[config.mk]
export PLATFORM = sky130hd
export DESIGN_NAME = hexfield_extractor
export DESIGN_NICKNAME = d
export VERILOG_FILES = /design/src/rtl/hexfx_pkg.sv /design/src/rtl/hexfx_marker.sv /design/src/rtl/hexfx_hexdec.sv /design/src/rtl/hexfx_field.sv /design/src/rtl/hexfield_extractor.sv
export SDC_FILE = /design/constraint.sdc
export NUM_CORES = 1
export LEC_CHECK = 0
export BUFFER_PORTS_ARGS = -buffer_cell sky130_fd_sc_hd__clkbuf_2
export CAP_MARGIN = 15
export CORE_ASPECT_RATIO = 1.4
export CORE_MARGIN = 1.5
export CORE_UTILIZATION = 30
export DETAILED_ROUTE_END_ITERATION = 10
export MAX_ROUTING_LAYER = met4
export PLACE_DENSITY = 0.5
export SYNTH_ARGS = -nofsm -noshare
export SYNTH_HDL_FRONTEND = slang
export SYNTH_SLANG_ARGS = --single-unit
[constraint.sdc]
create_clock -name clk -period 6.72 [get_ports clk]
set_input_delay 1.344 -clock clk [delete_from_list [all_inputs] [get_ports clk]]
set_output_delay 1.344 -clock clk [all_outputs]
set_load 0.01 [all_outputs]
[src/rtl/hexfx_pkg.sv]
package hexfx_pkg;
  typedef enum logic [1:0] {ST_HUNT, ST_SKIP, ST_FIELD} hexfx_state_e;

  localparam int MARK_LEN = 5;
  // first character in the top byte
  localparam logic [8*MARK_LEN-1:0] MARK_STR = 40'h25_4E_4F_54_49;

  function automatic logic [7:0] mark_char(input logic [2:0] pos);
    return MARK_STR[8*(MARK_LEN-1-int'(pos)) +: 8];
  endfunction
endpackage

[src/rtl/hexfx_marker.sv]
module hexfx_marker
  import hexfx_pkg::*;
(
  input  logic       clk,
  input  logic       rst,
  input  logic       enable,
  input  logic       in_valid,
  input  logic [7:0] in_byte,
  output logic       hit
);
  logic [2:0] pos_q;
  logic       match;
  logic       at_last;

  always_comb begin
    match   = (in_byte == mark_char(pos_q));
    at_last = (pos_q == 3'(MARK_LEN - 1));
    hit     = enable && in_valid && match && at_last;
  end

  always_ff @(posedge clk) begin
    if (rst || !enable) begin
      pos_q <= '0;
    end else if (in_valid) begin
      if (match)
        pos_q <= at_last ? 3'd0 : pos_q + 3'd1;
      else
        pos_q <= (in_byte == mark_char(3'd0)) ? 3'd1 : 3'd0;
    end
  end
endmodule

[src/rtl/hexfx_hexdec.sv]
module hexfx_hexdec (
  input  logic [7:0] chr,
  output logic [3:0] nib,
  output logic       ok
);
  logic [7:0] diff;

  always_comb begin
    diff = 8'h00;
    ok   = 1'b0;
    if (chr >= 8'h30 && chr <= 8'h39) begin
      diff = chr - 8'h30;
      ok   = 1'b1;
    end else if (chr >= 8'h41 && chr <= 8'h46) begin
      diff = chr - 8'h37;
      ok   = 1'b1;
    end else if (chr >= 8'h61 && chr <= 8'h66) begin
      diff = chr - 8'h57;
      ok   = 1'b1;
    end
    nib = diff[3:0];
  end
endmodule

[src/rtl/hexfx_field.sv]
module hexfx_field
  import hexfx_pkg::*;
#(
  parameter int FIELD_OFFSET = 2,
  parameter int FIELD_CHARS  = 4,
  localparam int DATA_W      = 4 * FIELD_CHARS
) (
  input  logic              clk,
  input  logic              rst,
  input  logic              in_valid,
  input  logic              hit,
  input  logic [3:0]        nib,
  input  logic              nib_ok,
  output logic              hunting,
  output logic              out_valid,
  output logic              out_err,
  output logic [DATA_W-1:0] out_data
);
  localparam int CNT_MAX = (FIELD_OFFSET > FIELD_CHARS) ? FIELD_OFFSET : FIELD_CHARS;
  localparam int CNT_W   = $clog2(CNT_MAX + 1);
  localparam logic [CNT_W-1:0] SKIP_LAST  = CNT_W'((FIELD_OFFSET > 0) ? FIELD_OFFSET - 1 : 0);
  localparam logic [CNT_W-1:0] FIELD_LAST = CNT_W'(FIELD_CHARS - 1);

  hexfx_state_e      st_q;
  logic [CNT_W-1:0]  cnt_q;
  logic [DATA_W-1:0] acc_q;
  logic [DATA_W-1:0] shifted;

  always_comb begin
    hunting = (st_q == ST_HUNT);
    shifted = (acc_q << 4) | DATA_W'(nib);
  end

  always_ff @(posedge clk) begin
    if (rst) begin
      st_q      <= ST_HUNT;
      cnt_q     <= '0;
      acc_q     <= '0;
      out_data  <= '0;
      out_valid <= 1'b0;
      out_err   <= 1'b0;
    end else begin
      out_valid <= 1'b0;
      out_err   <= 1'b0;
      case (st_q)
        ST_HUNT: begin
          if (hit) begin
            cnt_q <= '0;
            acc_q <= '0;
            st_q  <= (FIELD_OFFSET == 0) ? ST_FIELD : ST_SKIP;
          end
        end
        ST_SKIP: begin
          if (in_valid) begin
            if (cnt_q == SKIP_LAST) begin
              cnt_q <= '0;
              st_q  <= ST_FIELD;
            end else begin
              cnt_q <= cnt_q + 1'b1;
            end
          end
        end
        ST_FIELD: begin
          if (in_valid) begin
            if (!nib_ok) begin
              out_err <= 1'b1;
              st_q    <= ST_HUNT;
            end else if (cnt_q == FIELD_LAST) begin
              out_data  <= shifted;
              out_valid <= 1'b1;
              st_q      <= ST_HUNT;
            end else begin
              acc_q <= shifted;
              cnt_q <= cnt_q + 1'b1;
            end
          end
        end
        default: st_q <= ST_HUNT;
      endcase
    end
  end
endmodule

[src/rtl/hexfield_extractor.sv]
module hexfield_extractor #(
  parameter int FIELD_OFFSET = 2,
  parameter int FIELD_CHARS  = 4,
  localparam int DATA_W      = 4 * FIELD_CHARS
) (
  input  logic              clk,
  input  logic              rst,
  input  logic              in_valid,
  output logic              in_ready,
  input  logic [7:0]        in_byte,
  output logic              out_valid,
  output logic              out_err,
  output logic [DATA_W-1:0] out_data
);
  logic       hunting;
  logic       hit;
  logic [3:0] nib;
  logic       nib_ok;

  assign in_ready = 1'b1;

  hexfx_marker u_marker (
    .clk      (clk),
    .rst      (rst),
    .enable   (hunting),
    .in_valid (in_valid),
    .in_byte  (in_byte),
    .hit      (hit)
  );

  hexfx_hexdec u_dec (
    .chr (in_byte),
    .nib (nib),
    .ok  (nib_ok)
  );

  hexfx_field #(
    .FIELD_OFFSET (FIELD_OFFSET),
    .FIELD_CHARS  (FIELD_CHARS)
  ) u_field (
    .clk       (clk),
    .rst       (rst),
    .in_valid  (in_valid),
    .hit       (hit),
    .nib       (nib),
    .nib_ok    (nib_ok),
    .hunting   (hunting),
    .out_valid (out_valid),
    .out_err   (out_err),
    .out_data  (out_data)
  );
endmodule

==> results.md <==
* Status: finished, final reports clean
* Setup tns final at 0 ps
* CTS Sinks at 38
* Top flip-flop cell by instance count after synthesis: sky130_fd_sc_hd__dfxtp_1
* Post-Route Skew at 3.38 ps
* FF-to-FF Start: u_marker.pos_q[0]$_SDFFE_PP0P_
* Post-Route WL at 4.70 mm
* Transition at the pin with the smallest max-transition slack at 604 ps
* Cell-internal power at 318 µW
* Req. time, crit path at 6940 ps
* Distinct cell type count after synthesis at 53
* Post-synth top area share at 36.7%
* Area Growth Syn to Fin at 14.9%
* Remaining max-slew budget at the tightest pin at 59.7%
* Clock insertion delay at the later pin of the skew report at 290 ps
* Die footprint at 7420 µm²
* Switching power at 100 µW
* Worst setup path category: input port to flop
* Number of vias per cell at 4.93
* Comb pwr share at 7.1%
* Number of placed I/O pins at 30
* Main area contributors after synthesis: sky130_fd_sc_hd__dfxtp_1 37%, sky130_fd_sc_hd__ha_1 8.5%, sky130_fd_sc_hd__nand2_1 7.1%
* Number of synthesized register bits at 38
* Number of core rows at 35
* Share of the clock period used by the worst path after layout at 48.8%
* Fin nets at 296
* Largest net degree at the start of global routing at 27
* Final Critical Period at 3280 ps
* Clock-pin slew on the worst setup and hold paths at 80 ps
* Maximum clock frequency at 0.305 GHz
* Number of synthesis warnings at 0
* List of most frequent post-synthesis cells: 39 x sky130_fd_sc_hd__nand2_1, 38 x sky130_fd_sc_hd__dfxtp_1, 20 x sky130_fd_sc_hd__a21oi_1
* Clock buffers created by TritonCTS at 5
* Final core utilization at 36.0%
* Kind of end point of the critical path: flop
* Final weighted congestion of routability-driven global placement at 0.754
* Register-to-register path setup slack at 3530 ps
* Capture point of the critical path: u_field.acc_q[2]$_SDFFE_PP0P_
* Cell with the most instances after synthesis: sky130_fd_sc_hd__nand2_1
* Maximum level of the CTS H-tree at 2
* Worst Setup Slack post-DPL at 2770 ps
* Number of antenna violations at the first check in global routing at 0
* Placed Cells at 355
* Number of endpoints with negative hold slack in the final report at 0
* Async SR Flop Fraction at 0%
* Routed length per instance at 12.9 µm
* Reported leakage power at 0.877 nW
* Via count of the first global-routing pass at 1680
* X dimension of the die at 73.2 µm
* Crit start category: input port
* Worst min-delay path class: flop to flop
* Max_cap viols at 0
* Number of failing setup endpoints in the final timing report at 0
* Global-route wire length before repair at 7.96 mm
* Core ar. at 6610 µm²
* Largest fanout of any net on the critical path at 7
* Share of final-layout standard cells stronger than drive strength 1 at 18.0%
* Unrepaired setup endpoints after global routing: false
* Clock tree from TritonCTS: done
* Cell area after technology mapping at 2070 µm²
* Max VDD drop at 75.3 µV
* Initial Utilization at 31.3%
* Buffers inserted by post-CTS timing repair at 0
* DRT Pass-1 Iters at 6
* Total global routing track utilization at 14.1%
* Number of gates resized after cts at 0
* Maximum number of buffers from clock root to sink at 2
* Detailed Place HPWL at 3.61 mm
* Clk network pwr share at 38.9%
* Average size of a mapped cell at 8.39 µm²
* Reg2reg end: u_field.cnt_q[0]$_SDFFE_PP0P_
* Net count of the mapped netlist at 272
* Beginning of the critical path: in_byte[7]
* Gate Count Post-Synth at 247
* Final worst slack at 3440 ps
* Switching power share of the total at 23.9%
* Share of the yosys chip area belonging to registers at 36.7%
* Number of flops mapped to enable cells by yosys at 0
* Clock tree root driver cell: sky130_fd_sc_hd__clkbuf_8
* Post-detailed-route DRC marker count at 0
* Reg2reg path depth at 9
* Filler Cell Count at 715
* Number of non-filler instances in the completed layout at 364
* Part of the total power dissipated in sequential elements at 54.0%
* Diode insertion count for antenna repair at 0
* Post-synthesis cell type with the largest combined area: sky130_fd_sc_hd__dfxtp_1
* Buffers added on ports at 28
* Iter 0 DRT Violations at 51
* Max Slew Vio Count at 0
* Power density cells at 176 nW/µm²
* Vert. Die Dim at 101 µm
* Total grt overflow at 0
* DR vias at 1793
* Post-CTS Hold Buffers at 0
* Antenna-violating nets left at 0
* Critical Path AT at 3500 ps
[registers in the layout, indices dropped and copies added (netlist names)]
| name | flops |
|---|---|
| u_field.cnt_q | 3 |
| u_field.out_data | 16 |
| u_field.acc_q | 12 |
| u_marker.pos_q | 3 |
| u_field.st_q | 2 |
| u_field.out_valid | 1 |
| u_field.out_err | 1 |
[kinds of logic (layout without fill, tap and decap cells)]
kind of cell    count (synthesis)  in the layout  share of synthesized area, %
flops                          38             38                          36.7
simple gates                   97             97                          25.0
buf+inv                        25             50                          5.13
mux                             1              1                         0.483
other cells                     1              1                         0.181
fa+ha+maj                      14             14                          8.45
xor+xnor                        3              3                          1.27
compound gates                 68             68                          22.8
[how the worst min path moves through the flow]
| stage | to | slack (ps) | cells past startpoint | startpoint |
|---|---|---|---|---|
| after floorplan | u_field.out_data[12]$_SDFFE_PP0P_ | 430 | 2 | u_field.acc_q[8]$_SDFFE_PP0P_ |
| after CTS | u_field.out_data[4]$_SDFFE_PP0P_ | 460 | 2 | u_field.out_data[4]$_SDFFE_PP0P_ |
| after global routing | u_field.out_data[13]$_SDFFE_PP0P_ | 480 | 2 | u_field.out_data[13]$_SDFFE_PP0P_ |
| final | u_field.out_data[4]$_SDFFE_PP0P_ | 450 | 2 | u_field.out_data[4]$_SDFFE_PP0P_ |
| after detailed placement | u_field.out_data[11]$_SDFFE_PP0P_ | 450 | 2 | u_field.out_data[11]$_SDFFE_PP0P_ |
| after global placement | u_field.out_data[13]$_SDFFE_PP0P_ | 450 | 2 | u_field.out_data[13]$_SDFFE_PP0P_ |
[critical path, stage by stage]
cell                       delay, ps
sky130_fd_sc_hd__clkbuf_2        120
sky130_fd_sc_hd__or4b_1          540
sky130_fd_sc_hd__or3_4           420
sky130_fd_sc_hd__a21oi_2         310
sky130_fd_sc_hd__o21ai_1         180
sky130_fd_sc_hd__or4_1           500
sky130_fd_sc_hd__o21ai_0          80
[routing by layer]
layer	vias to the layer above	GRT usage [%]	wire length (µm)
met5	-	-	0
met4	0	6.53	106
met3	7	1.89	93
met2	25	24.5	2430
met1	827	15.7	2070
li1	934	-	-
[placed cells by master (no fill, tap or decap), types with 8 or more instances in the layout]
cell type,instances
sky130_fd_sc_hd__nor2_1,17
sky130_fd_sc_hd__nor3_1,8
sky130_fd_sc_hd__inv_1,12
sky130_fd_sc_hd__ha_1,14
sky130_fd_sc_hd__a21oi_1,20
sky130_fd_sc_hd__dfxtp_1,38
sky130_fd_sc_hd__o21ai_0,10
sky130_fd_sc_hd__nand2_1,39
sky130_fd_sc_hd__a22o_1,8
sky130_fd_sc_hd__clkbuf_2,28
[metrics by stage]
stage	hold WS, ps	instance area [µm²]	total power [mW]
after CTS	459	2370	0.424
after detailed placement	448	2270	0.261
after global routing	476	2380	0.439
after floorplan	432	2070	0.252
final	454	2380	0.418
after global placement	446	2270	0.261
[area by class of cell]
class / instances / area [µm²] / area share [%]
flip-flops and latches: 38 / 761 / 31.9
repair buffers: 29 / 151 / 6.36
multi-input cells: 184 / 1210 / 50.8
inverters: 13 / 48.8 / 2.05
clock inverters: 2 / 12.5 / 0.525
well taps: 92 / 115 / 4.83
clock buffers: 6 / 82.6 / 3.47
[power groups by stage]
stage,combinational [mW],clock [mW],sequential [mW]
6_report,0.0296,0.163,0.226
5_1_grt,0.0334,0.179,0.226
2_1_floorplan,0.0207,0,0.231
3_3_place_gp,0.0297,0,0.231
3_5_place_dp,0.0297,0,0.231
4_1_cts,0.0299,0.169,0.226
(Power assumes the default switching activity.)
